`config.mk`:
```
export PLATFORM = sky130hd
export DESIGN_NAME = cfg_blk_i2c_target
export DESIGN_NICKNAME = d
export VERILOG_FILES = /design/src/rtl/cbt_pkg.sv /design/src/rtl/cbt_line_sync.sv /design/src/rtl/cbt_byte_engine.sv /design/src/rtl/cbt_reg_bank.sv /design/src/rtl/cfg_blk_i2c_target.sv
export SDC_FILE = /design/constraint.sdc
export NUM_CORES = 1
export LEC_CHECK = 0
export ABC_AREA = 1
export CAP_MARGIN = 5
export CELL_PAD_IN_SITES_DETAIL_PLACEMENT = 1
export CELL_PAD_IN_SITES_GLOBAL_PLACEMENT = 1
export CORE_MARGIN = 2
export CORE_UTILIZATION = 39
export DETAILED_ROUTE_END_ITERATION = 16
export PLACE_DENSITY = 0.79
export SKIP_CTS_REPAIR_TIMING = 1
export SYNTH_ARGS = -nofsm -noshare
export SYNTH_HDL_FRONTEND = slang
export SYNTH_SLANG_ARGS = --single-unit
export TNS_END_PERCENT = 30
```
`constraint.sdc`:
```
create_clock -name clk -period 2.7 [get_ports clk]
set_clock_uncertainty 0.2 [all_clocks]
set_input_delay 0.27 -clock clk [delete_from_list [all_inputs] [get_ports clk]]
set_output_delay 0.27 -clock clk [all_outputs]
set_load 0.02 [all_outputs]
```
`src/rtl/cbt_pkg.sv`:
```
package cbt_pkg;
  localparam int NREG    = 13;
  localparam int NSTORE  = NREG - 2;
  localparam int IDX_W   = $clog2(NREG + 1);
  localparam int STRAP_W = 5;
  localparam logic [7:0] ID_LO = 8'h05;
  localparam logic [7:0] ID_HI = 8'h21;
  localparam logic [7:0] PAST_END = 8'hFF;

  typedef enum logic [2:0] {
    EN_IDLE, EN_ADDR, EN_AACK, EN_WBYTE, EN_WACK, EN_RBYTE, EN_RACK, EN_SKIP
  } eng_st_t;

  function automatic logic [7:0] rst_byte(input int idx);
    case (idx)
      1:       return 8'hCF;
      2, 3:    return 8'hFF;
      4:       return 8'h07;
      5:       return 8'h93;
      7:       return 8'h40;
      default: return 8'h00;
    endcase
  endfunction

  function automatic logic [7:0] wr_mask(input int idx);
    case (idx)
      4:       return 8'h07;
      6:       return 8'hBF;
      default: return 8'hFF;
    endcase
  endfunction
endpackage

```
`src/rtl/cbt_line_sync.sv`:
```
module cbt_line_sync #(
  parameter int STAGES = 2
) (
  input  logic clk,
  input  logic rst_n,
  input  logic scl_i,
  input  logic sda_i,
  output logic sda_s,
  output logic scl_rise,
  output logic scl_fall,
  output logic start_det,
  output logic stop_det
);
  logic [STAGES-1:0] scl_q, sda_q;
  logic scl_p, sda_p, scl_s;

  always_ff @(posedge clk or negedge rst_n) begin
    if (!rst_n) begin
      scl_q <= '1;
      sda_q <= '1;
      scl_p <= 1'b1;
      sda_p <= 1'b1;
    end else begin
      scl_q <= {scl_q[STAGES-2:0], scl_i};
      sda_q <= {sda_q[STAGES-2:0], sda_i};
      scl_p <= scl_q[STAGES-1];
      sda_p <= sda_q[STAGES-1];
    end
  end

  assign scl_s     = scl_q[STAGES-1];
  assign sda_s     = sda_q[STAGES-1];
  assign scl_rise  = scl_s & ~scl_p;
  assign scl_fall  = ~scl_s & scl_p;
  assign start_det = scl_s & scl_p & sda_p & ~sda_s;
  assign stop_det  = scl_s & scl_p & ~sda_p & sda_s;
endmodule

```
`src/rtl/cbt_byte_engine.sv`:
```
module cbt_byte_engine
  import cbt_pkg::*;
#(
  parameter logic [6:0] TARGET_ADDR = 7'h69
) (
  input  logic             clk,
  input  logic             rst_n,
  input  logic             sda_s,
  input  logic             scl_rise,
  input  logic             scl_fall,
  input  logic             start_det,
  input  logic             stop_det,
  input  logic [7:0]       rd_data,
  output logic [IDX_W-1:0] rd_idx,
  output logic             wr_en,
  output logic [IDX_W-1:0] wr_idx,
  output logic [7:0]       wr_data,
  output logic             sda_oe
);
  localparam logic [IDX_W-1:0] LAST = IDX_W'(NREG);

  eng_st_t          st;
  logic [7:0]       sh;
  logic [3:0]       cnt;
  logic [1:0]       hdr;
  logic [IDX_W-1:0] ptr;
  logic             rw;

  assign rd_idx = ptr;

  always_ff @(posedge clk or negedge rst_n) begin
    if (!rst_n) begin
      st <= EN_IDLE; sh <= '0; cnt <= '0; hdr <= '0; ptr <= '0; rw <= 1'b0;
      sda_oe <= 1'b0; wr_en <= 1'b0; wr_idx <= '0; wr_data <= '0;
    end else begin
      wr_en <= 1'b0;
      if (stop_det) begin
        st <= EN_IDLE;
        sda_oe <= 1'b0;
      end else if (start_det) begin
        st <= EN_ADDR;
        cnt <= '0;
        sda_oe <= 1'b0;
      end else begin
        case (st)
          EN_ADDR, EN_WBYTE: begin
            if (scl_rise && cnt != 4'd8) begin
              sh  <= {sh[6:0], sda_s};
              cnt <= cnt + 4'd1;
            end else if (scl_fall && cnt == 4'd8) begin
              if (st == EN_ADDR) begin
                if (sh[7:1] == TARGET_ADDR) begin
                  st <= EN_AACK; sda_oe <= 1'b1; rw <= sh[0];
                  ptr <= '0; hdr <= '0;
                end else begin
                  st <= EN_SKIP;
                end
              end else begin
                st <= EN_WACK;
                sda_oe <= 1'b1;
                if (hdr == 2'd2) begin
                  wr_en <= 1'b1; wr_idx <= ptr; wr_data <= sh;
                  if (ptr != LAST) ptr <= ptr + 1'b1;
                end else begin
                  hdr <= hdr + 2'd1;
                end
              end
            end
          end
          EN_AACK: if (scl_fall) begin
            cnt <= '0;
            if (rw) begin
              st <= EN_RBYTE; sh <= rd_data; sda_oe <= ~rd_data[7];
            end else begin
              st <= EN_WBYTE; sda_oe <= 1'b0;
            end
          end
          EN_WACK: if (scl_fall) begin
            st <= EN_WBYTE; sda_oe <= 1'b0; cnt <= '0;
          end
          EN_RBYTE: if (scl_fall) begin
            if (cnt == 4'd7) begin
              sda_oe <= 1'b0; st <= EN_RACK;
            end else begin
              cnt <= cnt + 4'd1;
              sh <= {sh[6:0], 1'b0};
              sda_oe <= ~sh[6];
            end
          end
          EN_RACK: begin
            if (scl_rise) begin
              if (sda_s) st <= EN_SKIP;
              else if (ptr != LAST) ptr <= ptr + 1'b1;
            end else if (scl_fall) begin
              st <= EN_RBYTE; cnt <= '0; sh <= rd_data; sda_oe <= ~rd_data[7];
            end
          end
          default: ;
        endcase
      end
    end
  end
endmodule

```
`src/rtl/cbt_reg_bank.sv`:
```
module cbt_reg_bank
  import cbt_pkg::*;
(
  input  logic               clk,
  input  logic               rst_n,
  input  logic [STRAP_W-1:0] strap_i,
  input  logic               stat_flag_i,
  input  logic               wr_en,
  input  logic [IDX_W-1:0]   wr_idx,
  input  logic [7:0]         wr_data,
  input  logic [IDX_W-1:0]   rd_idx,
  output logic [7:0]         rd_data,
  output logic [NREG*8-1:0]  view_o
);
  logic [7:0]         stor [NSTORE];
  logic [7:0]         view [NREG];
  logic [STRAP_W-1:0] strap_q;
  logic               strap_done;
  logic               flag_q;

  always_ff @(posedge clk) flag_q <= stat_flag_i;

  always_ff @(posedge clk or negedge rst_n) begin
    if (!rst_n) begin
      strap_q <= '0;
      strap_done <= 1'b0;
    end else if (!strap_done) begin
      strap_q <= strap_i;
      strap_done <= 1'b1;
    end
  end

  for (genvar g = 0; g < NSTORE; g++) begin : g_store
    localparam logic [7:0] RV = rst_byte(g);
    localparam logic [7:0] WM = wr_mask(g);
    always_ff @(posedge clk or negedge rst_n) begin
      if (!rst_n) stor[g] <= RV;
      else if (wr_en && wr_idx == IDX_W'(g))
        stor[g] <= (stor[g] & ~WM) | (wr_data & WM);
    end
  end

  always_comb begin
    for (int i = 0; i < NSTORE; i++) view[i] = stor[i];
    view[4]  = {strap_q, stor[4][2:0]};
    view[6]  = {stor[6][7], flag_q, stor[6][5:0]};
    view[11] = ID_LO;
    view[12] = ID_HI;
  end

  for (genvar g = 0; g < NREG; g++) begin : g_flat
    assign view_o[g*8 +: 8] = view[g];
  end

  always_comb begin
    rd_data = PAST_END;
    for (int i = 0; i < NREG; i++)
      if (rd_idx == IDX_W'(i)) rd_data = view[i];
  end
endmodule

```
`src/rtl/cfg_blk_i2c_target.sv`:
```
module cfg_blk_i2c_target
  import cbt_pkg::*;
#(
  parameter logic [6:0] TARGET_ADDR = 7'h69,
  parameter int         SYNC_STAGES = 2
) (
  input  logic               clk,
  input  logic               rst_n,
  input  logic               scl_i,
  input  logic               sda_i,
  output logic               sda_oe_o,
  input  logic [STRAP_W-1:0] strap_i,
  input  logic               stat_flag_i,
  output logic [NREG*8-1:0]  cfg_o
);
  logic             sda_s, scl_rise, scl_fall, start_det, stop_det;
  logic             wr_en;
  logic [IDX_W-1:0] wr_idx, rd_idx;
  logic [7:0]       wr_data, rd_data;

  cbt_line_sync #(.STAGES(SYNC_STAGES)) u_sync (
    .clk(clk), .rst_n(rst_n), .scl_i(scl_i), .sda_i(sda_i), .sda_s(sda_s),
    .scl_rise(scl_rise), .scl_fall(scl_fall),
    .start_det(start_det), .stop_det(stop_det)
  );

  cbt_byte_engine #(.TARGET_ADDR(TARGET_ADDR)) u_eng (
    .clk(clk), .rst_n(rst_n), .sda_s(sda_s), .scl_rise(scl_rise),
    .scl_fall(scl_fall), .start_det(start_det), .stop_det(stop_det),
    .rd_data(rd_data), .rd_idx(rd_idx), .wr_en(wr_en), .wr_idx(wr_idx),
    .wr_data(wr_data), .sda_oe(sda_oe_o)
  );

  cbt_reg_bank u_bank (
    .clk(clk), .rst_n(rst_n), .strap_i(strap_i), .stat_flag_i(stat_flag_i),
    .wr_en(wr_en), .wr_idx(wr_idx), .wr_data(wr_data),
    .rd_idx(rd_idx), .rd_data(rd_data), .view_o(cfg_o)
  );
endmodule

```
# --- Word level (Yosys, flattened, before mapping) ---
# Cells that the tools add are included.
totals:
  register_bits: 137
  input_bits: 10
  out_inout_bits: 105
  wordCells: 219
op_classes:
  n_addsub: 3
  n_eq_ne: 64
  n_mux: 76
  bitwise: 19
  reduce_logical: 29
ops:
  columns: ["op", "n"]
  rows:
  - ["2-to-1 mux 8 bit", 20]
  - ["2-to-1 mux 4 bit", 14]
  - ["2-to-1 mux 3 bit", 14]
  - ["== test 4 x 3 -> 1 bit, second input constant", 9]
  - ["== test 4 bit, second input constant", 9]
  - ["one-hot mux 8 bit (4 select lines)", 1]
  - ["AND reduction 9 bit", 3]
  - ["inequality test 4 x 3 -> 1 bit, second input constant", 6]
  - ["AND reduction 7 bit", 3]
  - ["2-to-1 mux 1 bit", 20]
  - ["== test 4 x 2 -> 1 bit, second input constant", 4]
  - ["inequality test 2 x 1 -> 1 bit, second input constant", 8]
  - ["inequality test 4 bit, second input constant", 4]
  - ["one-hot mux 4 bit (4 select lines)", 1]
  - ["one-hot mux 3 bit (5 select lines)", 1]
  - ["logical AND 1 bit", 13]
  - ["inequality test 2 bit, second input constant", 5]
  - ["inequality test 5 bit, second input constant", 2]
  - ["inverter 1 bit", 10]
  - ["AND reduction 10 bit", 1]
  - ["== test 3 bit, second input constant", 3]
  - ["inequality test 3 bit, second input constant", 3]
  - ["adder 4 x 1 -> 4 bit, second input constant", 2]
  - ["== test 4 x 1 -> 1 bit, second input constant", 2]
  - ["other kinds (21)", 33]

# --- Depth between registers and ports, before layout ---
# Gate-level depths: netlist (run 1).
depth:
  ltp_word: 20
  mapped_depth: 18
  depth_no_buf: 18

# --- By module ---
# A second synthesis (run 1) with hierarchy kept.
hier_totals:
  cells_unflattened: 845
  area_unflattened_um2: 6790.3
by_module_without_submodules:
  columns: ["module", "n_inst", "cells_per_inst", "area_per_inst_um2", "seq_area_each_um2"]
  rows:
  - ["cbt_reg_bank", 1, 521, 4314.1, 2259.7]
  - ["cbt_byte_engine", 1, 307, 2277.2, 900.9]
  - ["cbt_line_sync", 1, 17, 198.9, 157.7]

# --- Least setup slack after synthesis (run 1) ---
# Ideal clock, no wire load.
synth_path:
  path_kind: "reg-to-reg"
  start: "register u_eng.ptr[1] (netlist: u_eng.rd_idx[1])"
  end: "register u_eng.sh[5]"
  setup_time_ns: 0.116
  t_arrival_ns: 1.680
  required_time_ns: 2.384
  slack_ns: 0.703
  path_stages_with_launch: 18
  path_buffers: 0
  synth_period_minus_slack_ns: 1.997
  cell_sequence: "dfrtp_1 inv_1 ha_1 inv_1 nor2_1 nand2_1 o21ai_0 o21bai_1 nand3_1 nand2_1 nand2_1 nand2_1 nand2_1 nand2_1 nand2_1 nand2_1 nand2_1 nand2_1"
synth_between:
  elab_chain_len: 17
  word_cells_on_any_way: 31
  cone_classes: "12 x eq/ne; 18 x mux; 1 x reduce/logical"
synth_lines:
  columns: ["element", "line_no", "text"]
  rows:
  - ["start, declared", "cbt_byte_engine.sv:26", "logic [IDX_W-1:0] ptr;"]
  - ["start signal, assigned", "cbt_byte_engine.sv:63", "if (ptr != LAST) ptr <= ptr + 1'b1;"]
  - ["start signal, assigned", "cbt_byte_engine.sv:93", "else if (ptr != LAST) ptr <= ptr + 1'b1;"]
  - ["logical NOT 4 bit", "cbt_reg_bank.sv:58", "if (rd_idx == IDX_W'(i)) rd_data = view[i];"]
  - ["2-to-1 mux 8 bit (12 in series)", "cbt_reg_bank.sv:58", null]
  - ["2-to-1 mux 8 bit (*)", "cbt_reg_bank.sv:58", null]
  - ["2-to-1 mux 8 bit, on equally long branches", "cbt_byte_engine.sv:94, cbt_byte_engine.sv:72", null]
  - ["2-to-1 mux 8 bit, on equally long branches", "cbt_byte_engine.sv:91, cbt_byte_engine.sv:70", null]
  - ["one-hot mux 8 bit (4 select lines) (*)", "cbt_byte_engine.sv:45", "case (st)"]
  - ["end signal, assigned", "cbt_byte_engine.sv:48", "sh <= {sh[6:0], sda_s};"]
  - ["end signal, assigned", "cbt_byte_engine.sv:86", "sh <= {sh[6:0], 1'b0};"]
  - ["end, declared", "cbt_byte_engine.sv:23", "logic [7:0] sh;"]
# Mark *: on every way between the ends. The rest lies on a longest branch, timed or not. The select of a mux whose other input is x is not followed.
# A chain may end at the register's enable or synchronous reset.

# --- Worst setup path after layout (run 1) ---
layout_path:
  start: "register u_eng.ptr[0] (netlist: u_eng.rd_idx[0])"
  end: "register u_eng.sh[4]"
# Same word-level chain as after synthesis.

==> flow_metrics.py, run 1 <==
metrics = {
    "status": {
        "status": "completed",
    },
    "worst_hold_path": {
        "hold_path.class": "in -> reg",
    },
    "power": {
        "power_leakage_uw": 0.00376,
        "peakVddDrop_v": 0.000506,
        "power.total_uw": 7560,
        "power_density_nw_per_um2": 898,
    },
    "final_layout": {
        "n_antenna_cell": 0,
        "drive_gt1_share_pct": 13.2,
        "nFillCells": 2027,
        "multiInputGateArea_um2": 2800,
        "nNetsFinal": 971,
        "regArea_um2": 3320,
        "area_growth_pct": 26.9,
    },
    "synth": {
        "syn_avg_cell_area_um2": 7.79,
        "synth.distinct_cells": 40,
        "ys_seq_area_share_pct": 50.0,
        "synthCells": 852,
        "synth_warnings": 0,
        "ys_ff_latch": 131,
        "yosysTopAreaCell": "dfrtp_1",
        "syn_area_um2": 6640,
        "synth_area_leaders": "dfrtp_1 35%, dfstp_2 14%, nand2_1 14%, o21ai_0 7.6%, nor2_1 5.1%",
        "netlist.area_leader.share_pct": 35.4,
    },
    "sta": {
        "slew_headroom_pct": 57.1,
        "timing.fmax_mhz": 405,
        "hold_viol": 0,
        "timing.final.crit_share_pct": 91.4,
        "finalSetupViolations": 0,
        "fin_ws_ps": 233,
        "worst_pin_slew_ps": 643,
        "final_max_slew_viol_count": 0,
        "period_needed_ps": 2470,
        "grt_setup_unrepaired": "true",
    },
    "global_routing": {
        "grt_max_degree": 66,
        "antenna_found_initial": 0,
        "grt_usage_pct": 23.8,
        "grt_pass1_wl_mm": 33.0,
        "grt.overflow.total": 0,
        "grt_pass1_vias": 6185,
    },
    "clock_network": {
        "cts_tree": "done",
        "clockBufferDepth": 2,
        "cts_buffers": 17,
        "cts_root_buffer": "clkbuf_16",
        "cts_sinks": 131,
        "clk_latency_ps": 430,
        "h-tree-depth": 4,
        "clkTransAtPathRegs_ps": 60,
    },
    "floorplan": {
        "die_area_um2": 18100,
        "die_h_um": 134,
        "pin_count": 115,
        "start_util_pct": 40.0,
        "core.rowCount": 47,
        "core_area_um2": 16600,
        "fp.dieW_um": 134,
    },
    "worst_setup_path": {
        "end_kind": "flop",
        "critPathKind": "reg -> reg",
        "cp_data_arrival_time_ps": 2570,
        "crit_path_start_kind": "flop",
        "path_max_fanout": 5,
        "cp_data_required_time_ps": 2810,
    },
    "route": {
        "drc_errors": 0,
        "vias": 6021,
        "viasPerCell": 5.07,
        "drt_iter0_drc": 312,
        "wl_per_cell_um": 17.7,
        "antenna_left": 0,
        "wl_mm": 21.0,
        "drt_first_pass_iters": 4,
    },
    "place": {
        "io_buffers": 98,
        "place.gp.congestion": 0.876,
        "detailedPlacementHpwl_mm": 14.9,
        "dpl_worst_slack_ps": 188,
    },
    "job": {
        "drv_cap": 0,
    },
}
-- where the power goes --
group,switching [µW],internal [µW],total (µW),leakage (µW)
logic,1950,910,2860,0.00184
clock network,900,1470,2370,0.000285
registers,196,2130,2330,0.00164
-- cells by family after synthesis --
group | after synthesis | synth area share, %
and+or+nand+nor | 415 | 26.1
AOI/OAI and AO/OA | 156 | 12.8
buffers and inverters | 136 | 8.88
DFF | 131 | 50.0
adders and majority gates | 7 | 1.32
muxes | 4 | 0.679
other | 2 | 0.113
xor gates and xnor gates | 1 | 0.132
-- metal layers --
layer | part of all wire, % | GRT usage [%] | vias to the layer above
met3 | 3.8 | 4.35 | 34
met2 | 48 | 40.0 | 155
li1 | - | - | 2887
met4 | 2.3 | 8.36 | 0
met5 | 0 | 0 | -
met1 | 46 | 30.9 | 2945
-- cells in the mapped netlist --
cell,instances
a21oi_2,2
or2_1,1
dfrtp_1,94
nand2_2,5
mux2_2,4
a31oi_1,2
a211oi_2,2
ha_1,7
dfstp_2,36
buf_4,19
nand2_1,249
o21ai_0,101
and3_1,1
o21bai_1,1
conb_1,2
a22oi_1,3
nand3_1,33
nor4_1,2
nor3_1,9
a21oi_1,34
or2_2,5
o21ai_2,1
xor2_1,1
nand2_4,1
nor2_2,7
nor2_1,91
inv_2,13
o211ai_1,5
o31ai_1,2
clkbuf_1,15
nor4_2,1
nand4_1,1
o21ai_1,2
nor2_4,5
or2_0,3
buf_2,6
dfxtp_1,1
inv_1,83
nand3_2,1
o2111ai_2,1
-- metrics by stage --
step / cells / instance area [µm²] / TNS [ps] / hold slack [ps] / utilization, %
6_report: 1187 / 8420 / 0 / 47.8 / 50.8
5_1_grt: 1187 / 8420 / -1.58 / 48.4 / 50.8
4_1_cts: 1186 / 8400 / 0 / -459 / 50.7
3_5_place_dp: 1154 / 7800 / 0 / -7.11 / 47.0
3_3_place_gp: 1154 / 7800 / 0 / -3.95 / 47.0
2_1_floorplan: 867 / 6690 / 0 / -226 / -
-- worst max-delay path, cell delays in order, from the launching register on --
cell and delay (ps):
dfrtp_1 430, inv_1 160, ha_1 190, inv_1 80
nor2_2 150, nand2_1 140, o211ai_1 270, nand3_1 110
nand3_1 120, nand2_1 90, nand2_1 80, nand2_1 50
nand2_1 70, nand2_1 70, nand2_1 90, a21oi_1 70
-- sequential cells by signal (all words and copies together) (netlist names) --
| register | flops |
|---|---|
| u_bank.view_o | 82 |
| u_eng.sh | 8 |
| u_eng.wr_data | 8 |
| u_bank.flag_q | 1 |
| u_eng.wr_idx | 4 |
| u_eng.rd_idx | 4 |
| u_sync.sda_q | 2 |
| u_sync.sda_p | 1 |
| u_eng.hdr | 2 |
| u_sync.scl_q | 2 |
| u_eng.st | 3 |
| u_bank.strap_done | 1 |
| u_eng.rw | 1 |
| u_eng.wr_en | 1 |
| u_eng.sda_oe | 1 |
| u_bank.strap_q | 5 |
| u_eng.cnt | 4 |
| u_sync.scl_p | 1 |
-- placed cells by master, fill, tap and decap left out, types with 14 or more instances in the layout --
cell type	count
dfrtp_1	94
nand2_1	249
clkbuf_16	17
clkdlybuf4s50_1	97
nand3_1	33
inv_1	82
nor2_1	90
dfstp_2	36
inv_2	14
o21ai_0	101
a21oi_1	34
conb_1	17
-- final timing paths --
| path | start | end | slack [ps] | depth (start not counted) |
|---|---|---|---|---|
| min in group asynchronous | rst_n | u_bank.strap_done | 90 | 2 |
| min | sda_i | u_sync.sda_q[0] | 50 | 1 |
| max in group asynchronous | rst_n | u_sync.scl_q[0] | 1330 | 3 |
| min reg2reg | u_sync.scl_q[0] | u_sync.scl_q[1] | 150 | 0 |
| max | u_eng.rd_idx[0] | u_eng.sh[4] | 230 | 15 |
| max reg2reg | u_eng.rd_idx[0] | u_eng.sh[4] | 230 | 15 |
-- area by class of cell --
cell class | count | area share (%)
inverters | 96 | 4.28
clock inverters | 13 | 1.92
repair buffers | 108 | 12.7
well taps | 220 | 3.27
flip-flops and latches | 131 | 39.4
multi-input cells | 600 | 33.2
clock buffers | 19 | 5.26
No activity file was read; power rests on OpenSTA's default activity.
==> run 2, diff against run 1 <==
--- a/config.mk
+++ b/config.mk
@@ -11,8 +11,10 @@
 export CELL_PAD_IN_SITES_GLOBAL_PLACEMENT = 1
 export CORE_MARGIN = 2
 export CORE_UTILIZATION = 39
+export CTS_CLUSTER_DIAMETER = 150
 export DETAILED_ROUTE_END_ITERATION = 16
 export PLACE_DENSITY = 0.79
+export REMOVE_ABC_BUFFERS = 1
 export SKIP_CTS_REPAIR_TIMING = 1
 export SYNTH_ARGS = -nofsm -noshare
 export SYNTH_HDL_FRONTEND = slang
==> flow_metrics.py, run 2 (synthesis results as in run 1) <==
metrics = {
    "sta": {
        "grt_setup_unrepaired": "false",
        "final_max_slew_viol_count": 0,
        "period_needed_ps": 2480,
        "timing.final.crit_share_pct": 92.0,
        "timing.fmax_mhz": 403,
        "slew_headroom_pct": 55.9,
        "finalSetupViolations": 0,
        "hold_viol": 0,
        "fin_tns_setup_ps": 0,
        "worst_pin_slew_ps": 661,
    },
    "global_routing": {
        "grtUsageMet2_pct": 39.5,
        "use_met3_pct": 4.46,
        "grt_usage_pct": 24.0,
        "grt_pass1_vias": 6137,
        "busiest_layer": "met2",
        "grt.overflow.total": 0,
        "grt_pass1_wl_mm": 33.3,
        "met1_usage_pct": 32.1,
        "antenna_found_initial": 0,
        "grt_max_degree": 60,
    },
    "worst_hold_path": {
        "whs_endpoint": "u_sync.scl_q[0]",
        "holdPathStages": 1,
        "hold_path.class": "in -> reg",
        "min_from": "scl_i",
    },
    "final_layout": {
        "design_area_um2": 8430,
        "drive_gt1_share_pct": 13.8,
        "nFillCells": 2060,
        "layout_commonest_cell": "nand2_1",
        "nNetsFinal": 975,
        "n_antenna_cell": 0,
        "area_growth_pct": 27.1,
        "largest_reg_flops": 82,
        "mostFrequentLayoutCells": "248 x nand2_1, 101 x o21ai_0, 97 x clkdlybuf4s50_1",
        "stdcell_count": 1191,
    },
    "place": {
        "io_buffers": 98,
        "detailedPlacementHpwl_mm": 14.9,
        "dp_cells": 1158,
        "detailed_place.area_um2": 7830,
        "place.gp.congestion": 0.879,
    },
    "worst_setup_path": {
        "cpMostUsedCell": "nand2_1",
        "cpPeakStageDelay_ps": 410,
        "cpMaxStageDelayCell": "dfrtp_1",
        "r2r_slack_ps": 220,
        "cp_data_arrival_time_ps": 2580,
        "cp_cell_sequence": "inv_2, ha_1, inv_1, nor2_4, nand2_1, o211ai_1, nand3_1, nand3_1, nand2_1, nand2_1, nand2_1, nand2_1, nand2_1, nand2_1, a21oi_1",
        "cp_data_required_time_ps": 2800,
        "critPathKind": "reg -> reg",
        "end_kind": "flop",
        "crit_path_start_kind": "flop",
        "r2r_start": "u_eng.rd_idx[1]",
        "path_max_fanout": 5,
        "r2r_cells": 15,
        "cp.buffers_inverters": 2,
        "timing.rr.end": "u_eng.sh[4]",
        "crit_family": "simple AND/OR/NAND/NOR gates",
    },
    "clock_network": {
        "clockBufferDepth": 2,
        "clk_latency_ps": 420,
        "clkTransAtPathRegs_ps": 60,
        "h-tree-depth": 4,
        "cts_tree": "done",
        "cts_sinks": 131,
        "cts_root_buffer": "clkbuf_16",
        "cts_buffers": 17,
    },
    "floorplan": {
        "pin_count": 115,
        "core.rowCount": 47,
        "die_h_um": 134,
        "die_area_um2": 18100,
        "core_area_um2": 16600,
        "fp.dieW_um": 134,
        "start_util_pct": 40.0,
    },
    "power": {
        "power_leakage_uw": 0.00378,
        "power_density_nw_per_um2": 889,
        "peakVddDrop_v": 0.000555,
    },
    "route": {
        "viasPerCell": 5.16,
        "drt_iter0_drc": 374,
        "drc_errors": 0,
        "vias": 6142,
        "wl_per_cell_um": 17.6,
        "drt_first_pass_iters": 5,
        "antenna_left": 0,
        "wl_mm": 20.9,
    },
    "job": {
        "drv_cap": 0,
    },
    "status": {
        "status": "completed",
    },
}
[run 2: how the worst max path moves through the flow]
stage,start,to,slack [ps],depth (start not counted)
final,u_eng.rd_idx[1],u_eng.sh[4],220,15
after global routing,u_eng.rd_idx[1],u_eng.sh[4],20,15
after CTS,u_eng.rd_idx[0],u_eng.sh[4],60,15
after detailed placement,u_eng.rd_idx[0],u_eng.sh[4],120,15
after global placement,u_eng.rd_idx[0],u_eng.sh[4],160,15
after floorplan,u_eng.rd_idx[1],u_eng.sh[0],460,15
[run 2: stage by stage]
step | hold WS (ps) | util (%) | setup WS [ps] | power [µW]
finish | 58.7 | 50.9 | 217 | 7500
global route | 51.9 | 50.9 | 19.2 | 8030
CTS | -428 | 50.7 | 57.7 | 7500
detailed placement | 19.5 | 47.2 | 121 | 5170
global placement | 17.4 | 47.2 | 162 | 5120
floorplan | -226 | - | 457 | 4290
[run 2: final cells by class]
| type | count | area, µm² | area share (%) |
|---|---|---|---|
| Clock buffer | 19 | 443 | 5.25 |
| Clock inverter | 13 | 136 | 1.62 |
| Inverter | 96 | 360 | 4.27 |
| Multi-Input combinational cell | 600 | 2800 | 33.2 |
| Sequential cell | 131 | 3320 | 39.3 |
| Tap cell | 220 | 275 | 3.26 |
| Timing Repair Buffer | 112 | 1100 | 13.0 |
[run 2: where the power goes]
part	total, µW	switching [µW]	internal [µW]
Clock	2280	899	1380
Combinational	2900	1970	928
Sequential	2330	192	2130
[run 2: routing by layer]
metal	vias up	share of wire (%)
met4	0	2.3
met5	-	0
li1	2889	-
met3	35	4.5
met2	165	48
met1	3053	45
==> run 3, diff against run 2 <==
--- a/config.mk
+++ b/config.mk
@@ -10,13 +10,14 @@
 export CELL_PAD_IN_SITES_DETAIL_PLACEMENT = 1
 export CELL_PAD_IN_SITES_GLOBAL_PLACEMENT = 1
 export CORE_MARGIN = 2
-export CORE_UTILIZATION = 39
+export CORE_UTILIZATION = 40
+export CTS_BUF_LIST = sky130_fd_sc_hd__clkbuf_4
 export CTS_CLUSTER_DIAMETER = 150
 export DETAILED_ROUTE_END_ITERATION = 16
-export PLACE_DENSITY = 0.79
+export PLACE_DENSITY = 0.89
 export REMOVE_ABC_BUFFERS = 1
 export SKIP_CTS_REPAIR_TIMING = 1
 export SYNTH_ARGS = -nofsm -noshare
 export SYNTH_HDL_FRONTEND = slang
 export SYNTH_SLANG_ARGS = --single-unit
-export TNS_END_PERCENT = 30
+export TNS_END_PERCENT = 5
==> flow_metrics.py, run 3 (synthesis results as in run 1) <==
metrics = {
    "status": {
        "status": "completed",
    },
    "worst_setup_path": {
        "crit_path_start_kind": "flop",
        "end_kind": "flop",
        "cpMostUsedCell": "nand2_1",
        "cp.buffers_inverters": 2,
        "critPathKind": "reg -> reg",
        "cpMaxStageDelayCell": "dfrtp_1",
        "path_max_fanout": 5,
        "crit_family": "simple AND/OR/NAND/NOR gates",
        "cpPeakStageDelay_ps": 430,
        "cp_data_required_time_ps": 2930,
        "cp_cell_sequence": "inv_1, ha_1, inv_1, nor2_4, nand2_1, nand3_1, nand3_1, nand3_1, nand2_1, nand2_1, nand2_1, nand2_1, nand2_1, nand2_1, nand2_1, nand2_1, o21ai_0",
        "cp_data_arrival_time_ps": 2760,
    },
    "sta": {
        "grt_setup_unrepaired": "false",
        "final_max_slew_viol_count": 0,
        "period_needed_ps": 2530,
        "slew_headroom_pct": 55.1,
        "worst_pin_slew_ps": 673,
        "fin_tns_setup_ps": 0,
        "fin_ws_ps": 167,
        "timing.final.crit_share_pct": 93.8,
        "finalSetupViolations": 0,
        "timing.fmax_mhz": 395,
        "hold_viol": 0,
    },
    "clock_network": {
        "clockBufferDepth": 2,
        "cts_root_buffer": "clkbuf_4",
        "h-tree-depth": 4,
        "cts_sinks": 131,
        "cts_tree": "done",
        "clkTransAtPathRegs_ps": 130,
        "clk_latency_ps": 570,
        "cts_buffers": 17,
    },
    "floorplan": {
        "start_util_pct": 40.4,
        "fp.dieW_um": 133,
        "pin_count": 115,
        "core_area_um2": 16400,
        "core.rowCount": 47,
        "die_h_um": 133,
        "die_area_um2": 17600,
    },
    "place": {
        "io_buffers": 98,
        "dp_cells": 1155,
        "dpl_worst_slack_ps": 201,
        "detailedPlacementHpwl_mm": 15.9,
        "place.gp.congestion": 0.861,
    },
    "route": {
        "drt_first_pass_iters": 4,
        "wl_per_cell_um": 18.6,
        "viasPerCell": 5.20,
        "met3_length_mm": 1.07,
        "drt_iter0_drc": 457,
        "wl_mm": 22.1,
        "wl_met2_mm": 10.9,
        "highest_layer": "met4",
        "antenna_left": 0,
        "wl_met1_mm": 9.27,
        "vias": 6197,
        "drc_errors": 0,
    },
    "final_layout": {
        "n_antenna_cell": 0,
        "drive_gt1_share_pct": 13.0,
        "nNetsFinal": 976,
        "layout_commonest_cell": "nand2_1",
        "largest_reg_flops": 82,
        "nFillCells": 2038,
        "regArea_um2": 3320,
        "mostFrequentLayoutCells": "249 x nand2_1, 101 x o21ai_0, 97 x clkdlybuf4s50_1",
        "stdcell_count": 1192,
        "area_growth_pct": 23.1,
        "multiInputGateArea_um2": 2790,
    },
    "power": {
        "power_leakage_uw": 0.00366,
        "power_density_nw_per_um2": 808,
        "peakVddDrop_v": 0.000329,
    },
    "global_routing": {
        "grt.overflow.total": 0,
        "grt_usage_pct": 25.6,
        "grt_pass1_wl_mm": 34.9,
        "grt_pass1_vias": 6532,
        "antenna_found_initial": 0,
        "grt_max_degree": 56,
    },
    "job": {
        "drv_cap": 0,
    },
    "worst_hold_path": {
        "hold_path.class": "in -> async",
    },
}
## run 3: changes by cell type in the layout (fill, tap and decap cells not counted), moves of 3 or more
| cell | delta |
|---|---|
| inv_6 | +3 |
| clkinv_2 | -4 |
| clkbuf_4 | +17 |
| buf_4 | -3 |
| dlygate4sd3_1 | +4 |
| clkbuf_16 | -17 |
## run 3: stage by stage
step	util [%]	hold slack (ps)	area [µm²]	total power, µW
5_1_grt	49.8	10.2	8170	7100
2_1_floorplan	-	-226	6460	4290
6_report	49.8	46.5	8170	6600
4_1_cts	49.5	-720	8110	6590
3_5_place_dp	47.6	-85.9	7800	5110
3_3_place_gp	47.6	-87.3	7800	5020
## run 3: per-layer routing
| metal | vias up | GRT usage [%] |
|---|---|---|
| li1 | 2886 | - |
| met1 | 3052 | 31.8 |
| met2 | 206 | 42.8 |
| met3 | 53 | 4.52 |
| met4 | 0 | 13.2 |
| met5 | - | 0 |
## run 3: power by group
group,internal [µW],leakage (µW),total [µW],switching [µW]
Clock,649,0.000155,1460,815
Combinational,916,0.00187,2820,1900
Sequential,2130,0.00164,2320,191
## run 3: final cells by class
cell class,instances,area share (%)
Sequential cell,131,40.6
Multi-Input combinational cell,600,34.2
Clock buffer,17,1.56
Timing Repair Buffer,113,13.7
Inverter,96,4.41
Clock inverter,15,2.22
Tap cell,220,3.37
## run 3: final timing paths
path | slack [ps] | from | cells past startpoint | to
setup / recovery | 170 | u_eng.rd_idx[1] | 17 | u_eng.sh[7]
hold / removal | 50 | rst_n | 2 | u_bank.view_o[32]
setup reg to reg | 170 | u_eng.rd_idx[1] | 17 | u_eng.sh[7]
hold reg to reg | 160 | u_sync.scl_q[0] | 0 | u_sync.scl_q[1]
max in group asynchronous | 1580 | rst_n | 3 | u_bank.strap_q[2]
min in group clk | 70 | strap_i[1] | 3 | u_bank.strap_q[1]
